--- src/rtl/t32_pkg.sv ---
package t32_pkg;

  localparam int unsigned BUS_W  = 32;
  localparam int unsigned HALF_W = 16;

  localparam logic [2:0] SZ_BYTE = 3'd1;
  localparam logic [2:0] SZ_HALF = 3'd2;
  localparam logic [2:0] SZ_WORD = 3'd4;

  localparam logic [31:0] OFF_ID  = 32'h0000_0000;
  localparam logic [31:0] OFF_CNT = 32'h0000_0010;

  typedef struct packed {
    logic              hit;
    logic [BUS_W-1:0]  val;
  } word_rsp_t;

  // Decode one word-aligned byte offset into its register content.
  function automatic word_rsp_t word_lookup(input logic [31:0] word_addr,
                                            input logic [31:0] count_val,
                                            input logic [31:0] id_val);
    word_rsp_t r;
    r.hit = 1'b0;
    r.val = '0;
    if (word_addr == OFF_ID) begin
      r.hit = 1'b1;
      r.val = id_val;
    end else if (word_addr == OFF_CNT) begin
      r.hit = 1'b1;
      r.val = count_val;
    end
    return r;
  endfunction

  // Zero-extend a narrow half into the bus word.
  function automatic logic [BUS_W-1:0] half_to_bus(input logic [HALF_W-1:0] h);
    return {{(BUS_W-HALF_W){1'b0}}, h};
  endfunction

endpackage

--- src/rtl/t32_ref_sync.sv ---
module t32_ref_sync #(
  parameter int unsigned STAGES = 2
) (
  input  logic clk,
  input  logic rst_n,
  input  logic ref_async_i,
  output logic rise_o
);

  logic [STAGES-1:0] chain_q;
  logic              last_q;

  always_ff @(posedge clk) begin
    if (!rst_n) chain_q[0] <= 1'b0;
    else        chain_q[0] <= ref_async_i;
  end

  for (genvar g = 1; g < STAGES; g++) begin : g_stage
    always_ff @(posedge clk) begin
      if (!rst_n) chain_q[g] <= 1'b0;
      else        chain_q[g] <= chain_q[g-1];
    end
  end

  always_ff @(posedge clk) begin
    if (!rst_n) last_q <= 1'b0;
    else        last_q <= chain_q[STAGES-1];
  end

  assign rise_o = chain_q[STAGES-1] & ~last_q;

endmodule

--- src/rtl/t32_ticker.sv ---
module t32_ticker #(
  parameter int unsigned CNT_W = 32
) (
  input  logic             clk,
  input  logic             rst_n,
  input  logic             step_i,
  output logic [CNT_W-1:0] count_o
);

  function automatic logic [CNT_W-1:0] next_count(input logic [CNT_W-1:0] c);
    return c + {{(CNT_W-1){1'b0}}, 1'b1};
  endfunction

  logic [CNT_W-1:0] count_q;

  always_ff @(posedge clk) begin
    if (!rst_n)      count_q <= '0;
    else if (step_i) count_q <= next_count(count_q);
  end

  assign count_o = count_q;

endmodule

--- src/rtl/t32_regwin.sv ---
module t32_regwin
  import t32_pkg::*;
#(
  parameter int unsigned ADDR_W = 8,
  parameter logic [31:0] ID_VAL = 32'h0000_0021
) (
  input  logic              clk,
  input  logic              rst_n,
  input  logic              rd_i,
  input  logic              wr_i,
  input  logic [ADDR_W-1:0] addr_i,
  input  logic [2:0]        size_i,
  input  logic [BUS_W-1:0]  count_i,
  output logic [BUS_W-1:0]  rdata_o,
  output logic              err_o,
  output logic [HALF_W-1:0] hold_o
);

  logic [31:0]       addr_full;
  word_rsp_t         lk;
  logic [BUS_W-1:0]  data_d, data_q;
  logic              err_d, err_q;
  logic [HALF_W-1:0] hold_d, hold_q;

  assign addr_full = 32'(addr_i);
  assign lk        = word_lookup({addr_full[31:2], 2'b00}, count_i, ID_VAL);

  always_comb begin
    data_d = '0;
    err_d  = 1'b0;
    hold_d = hold_q;
    if (wr_i) begin
      err_d = 1'b1;
    end else if (rd_i) begin
      unique case (size_i)
        SZ_WORD: begin
          if (addr_i[1:0] != 2'b00) begin
            err_d = 1'b1;
          end else begin
            data_d = lk.val;
            err_d  = !lk.hit;
          end
        end
        SZ_HALF: begin
          if (addr_i[0]) begin
            err_d = 1'b1;
          end else if (addr_i[1]) begin
            data_d = half_to_bus(hold_q);
          end else begin
            data_d = half_to_bus(lk.val[HALF_W-1:0]);
            hold_d = lk.val[BUS_W-1:HALF_W];
            err_d  = !lk.hit;
          end
        end
        default: err_d = 1'b1;
      endcase
    end
  end

  always_ff @(posedge clk) begin
    if (!rst_n) begin
      data_q <= '0;
      err_q  <= 1'b0;
      hold_q <= '0;
    end else begin
      data_q <= data_d;
      err_q  <= err_d;
      hold_q <= hold_d;
    end
  end

  assign rdata_o = data_q;
  assign err_o   = err_q;
  assign hold_o  = hold_q;

endmodule

--- src/rtl/tick32_top.sv ---
module tick32_top
  import t32_pkg::*;
#(
  parameter int unsigned ADDR_W      = 8,
  parameter int unsigned CNT_W       = 32,
  parameter int unsigned SYNC_STAGES = 2,
  parameter logic [31:0] ID_VAL      = 32'h0000_0021
) (
  input  logic              clk,
  input  logic              rst_n,
  input  logic              ref_tick_i,
  input  logic              bus_rd_i,
  input  logic              bus_wr_i,
  input  logic [ADDR_W-1:0] bus_addr_i,
  input  logic [2:0]        bus_size_i,
  output logic [31:0]       bus_rdata_o,
  output logic              bus_err_o
);

  logic              tick_w;
  logic [CNT_W-1:0]  count_w;
  logic [BUS_W-1:0]  count_bus_w;
  logic [HALF_W-1:0] hold_w;

  t32_ref_sync #(.STAGES(SYNC_STAGES)) u_sync (
    .clk         (clk),
    .rst_n       (rst_n),
    .ref_async_i (ref_tick_i),
    .rise_o      (tick_w)
  );

  t32_ticker #(.CNT_W(CNT_W)) u_ticker (
    .clk     (clk),
    .rst_n   (rst_n),
    .step_i  (tick_w),
    .count_o (count_w)
  );

  assign count_bus_w = BUS_W'(count_w);

  t32_regwin #(.ADDR_W(ADDR_W), .ID_VAL(ID_VAL)) u_regwin (
    .clk     (clk),
    .rst_n   (rst_n),
    .rd_i    (bus_rd_i),
    .wr_i    (bus_wr_i),
    .addr_i  (bus_addr_i),
    .size_i  (bus_size_i),
    .count_i (count_bus_w),
    .rdata_o (bus_rdata_o),
    .err_o   (bus_err_o),
    .hold_o  (hold_w)
  );

endmodule

--- config.mk ---
export PLATFORM = sky130hd
export DESIGN_NAME = tick32_top
export DESIGN_NICKNAME = d
export VERILOG_FILES = /design/src/rtl/t32_pkg.sv /design/src/rtl/t32_ref_sync.sv /design/src/rtl/t32_ticker.sv /design/src/rtl/t32_regwin.sv /design/src/rtl/tick32_top.sv
export SDC_FILE = /design/constraint.sdc
export NUM_CORES = 1
export LEC_CHECK = 0
export ABC_AREA = 1
export BUFFER_PORTS_ARGS = -buffer_cell sky130_fd_sc_hd__buf_2
export CORE_MARGIN = 3
export CORE_UTILIZATION = 40
export CTS_CLUSTER_DIAMETER = 60
export CTS_CLUSTER_SIZE = 25
export DETAILED_ROUTE_END_ITERATION = 6
export PLACE_DENSITY = 0.62
export SLEW_MARGIN = 15
export SYNTH_ARGS = -nofsm -noshare
export SYNTH_HDL_FRONTEND = slang
export SYNTH_SLANG_ARGS = --single-unit
--- constraint.sdc ---
create_clock -name clk -period 1.6 [get_ports clk]
set_input_delay 0.16 -clock clk [delete_from_list [all_inputs] [get_ports clk]]
set_output_delay 0.16 -clock clk [all_outputs]
set_load 0.005 [all_outputs]
==> out/metrics.yaml <==
timing.critical_path.required_ns: 1.90
clk_tree_root_cell: "clkbuf_8"
timing.rr.start: "u_ticker.count_o[0]"
synth-seq-area-share_pct: 49.0
worst-r2r-setup-slack_ns: 0.13
whs_path_depth: 3
top_metal_used: "met4"
rsz0062_at_grt: "false"
gp_congestion: 0.843
min_path_type: "in -> reg"
dp_hpwl_um: 6130
postSynthRegisterBits: 84
layout.nets: 550
chipHeight_um: 98.6
holdPathEnd: "u_regwin.err_o"
layout.core_utilization_pct: 50.7
postSynthCellCount: 466
total_die_area_um2: 9730
hold_path.startpoint: "bus_rd_i"
final_antenna_net_count: 0
core_area_um2: 8260
async_reset_ff_share_pct: 0
worst_ir_drop_vdd_mv: 0.415
grt_start_max_net_pins: 44
worst_path_most_repeated_cell: "nand2_1"
met2_wl_post_dr_um: 3740
cts_htree_levels: 3
cts.path.max_buffers: 2
final_layout_size_suffix_gt1_share_pct: 20.1
r2r-end: "u_ticker.count_o[21]"
result_of_the_run: "finished, final reports clean"
tightestPinTransition_ns: 0.524
max-slew-margin-rel_pct: 65.0
seqCellArea_um2: 1690
grt_pass1_vias: 2820
number_of_filler_cells_placed_in_the_layout: 833
post-route-drc-count: 0
synth.yosys.warnings: 0
area_of_the_multi_input_gates_um2: 1530
antennaDiodeCount: 0
rows: 33
overflow: 0
worstSetupStartpoint: "u_ticker.count_o[0]"
slew_viol_final: 0
drv.max_cap_violation_count: 0
totalPowerFinal_mw: 3.84
met1_length_um: 3810
detailedRoute.firstPassIterationCount: 4
tritoncts: "yes"
startpoint_type: "register"
ranking_of_synthesized_cells_by_area: "dfxtp_1 49%, nand2_1 13%, nor2_1 7.3%"
final-setup-viol-count: 0
final_worst_path_period_need_ns: 1.47
timing_worst_setup_path_type: "reg -> reg"
syn_area_um2: 3430
cts_inserted_buffers: 9
clk_pin_slew_worst_paths_ns: 0.09
synth_nets: 483
number_of_violations_reported_at_the_end_of_detailed_routing_iteration_0: 175
final.period_utilization_pct: 91.9
antenna_found_initial: 0
path_max_fanout: 11
place.port_buffers: 48
synth_top_cell_area_share_pct: 49.0
syn_to_final_growth_pct: 22.0
finalHoldViolations: 0
crit_arrival_ns: 1.77
track_usage_pct: 17.3
synth.most_common_cell: "nand2_1"
rr_worst_depth: 10
initial_core_util_pct: 41.6
synth-main-ff-cell: "dfxtp_1"
max_stage_delay_ns: 0.37
p_per_area_nw_per_um2: 916
post_synth_edffs: 0
post_synth.cell_area_avg_um2: 7.37
pin_count: 49
p_leak_nw: 1.79
detailroute.wirelength.met3_um: 474
die_x_um: 98.6
crit_chain: "buf_4 > nand3_2 > nor2_4 > nand3b_4 > nor2_2 > buf_12 > nand2_1 > nand2_1 > nand2_1 > nor2_1"
route.vias.total: 3094
final.setup_skew_ns: 0.0115
route.detailed.vias_per_inst: 4.81
worstSkewPairLatency_ns: 0.36
synth.cells.most_frequent: "120 x nand2_1, 84 x dfxtp_1, 67 x nor2_1, 46 x a21oi_1, 46 x inv_1"
cp-end-kind: "register"
grt_pass1_wl_um: 13400
critical_path.slowest_cell: "dfxtp_2"
netlist-cell-type-count: 26
synthDominantAreaCellType: "dfxtp_1"
fmax_mhz: 680
post_drt_wl_per_cell_um: 12.6
cts.sink_count: 84
routed_wl_um: 8120
[cell type report]
type | instances | share of cell area (%)
timing repair buffer | 70 | 10.6
multi-input combinational | 321 | 36.6
clock inverter | 7 | 2.24
sequential | 84 | 40.2
tap | 105 | 3.14
clock buffer | 9 | 2.96
inverter | 47 | 4.21
[logic make-up (layout without fill, tap and decap cells)]
group	count (synthesis)	after routing	synth area share (%)
compound gates	77	77	11.6
xor+xnor	3	3	0.765
fa+ha+maj	1	1	0.364
buf+inv	61	133	7.22
flops	84	84	49.0
simple gates	240	240	31.1
[power by group]
part / internal, mW / switching [mW]
Clock: 0.764 / 0.853
Sequential: 2.10 / 0.00716
Combinational: 0.0447 / 0.0694
Total: 2.91 / 0.929
[flip-flops by register name, summed over array words and instances, names as in the netlist]
register / flops
u_sync.last_q: 1
u_regwin.hold_o: 16
u_sync.chain_q: 2
u_regwin.rdata_o: 32
u_ticker.count_o: 32
u_regwin.err_o: 1
[repair_timing]
action | in CTS | in global routing
gates resized for setup | 3 | 5
hold endpoints to repair | 1 | 0
setup buffers | 2 | 0
hold buffers | 1 | 0
pin swaps | 2 | 4
setup endpoints to repair | 2 | 10
[cells in the final DEF, fill, tap and decap left out, types with 9 or more instances in the layout]
cell,instances
nand2_1,120
a21oi_1,46
inv_1,46
dfxtp_1,81
clkbuf_8,9
buf_4,18
nand3_1,20
buf_2,48
nor2_1,67
o21ai_0,26
[through the flow]
step                worst slack [ns]  hold WS, ns  cells  cell area (um^2)  TNS (ns)
CTS                           0.0104       0.0415    643              4160         0
floorplan                      0.165        0.258    466              3430         0
detailed placement          -0.00493        0.346    624              3910  -0.00493
finish                         0.129       0.0628    643              4190         0
global placement              0.0549        0.347    624              3910         0
global route                 0.00311       0.0791    643              4190         0
[critical path: cells and delay by family, from the launching register on]
| family | cells | cell delay (ns) |
|---|---|---|
| buffers and inverters | 2 | 0.28 |
| DFF | 1 | 0.37 |
| and+or+nand+nor | 8 | 0.77 |
[layer usage]
metal	up-vias	track usage, %
li1	1631	-
met1	1378	23.2
met2	79	26.8
met3	6	4.03
met4	0	7.14
met5	-	0
[how the worst max path moves through the flow]
stage | endpoint | slack [ns] | cells after the start
2_1_floorplan | u_ticker.count_o[30] | 0.16 | 8
3_3_place_gp | u_ticker.count_o[24] | 0.05 | 9
3_5_place_dp | u_ticker.count_o[24] | -0.005 | 8
4_1_cts | u_ticker.count_o[24] | 0.01 | 9
5_1_grt | u_ticker.count_o[15] | 0.003 | 9
6_report | u_ticker.count_o[21] | 0.13 | 10
Power figures use the tool's default switching activity.
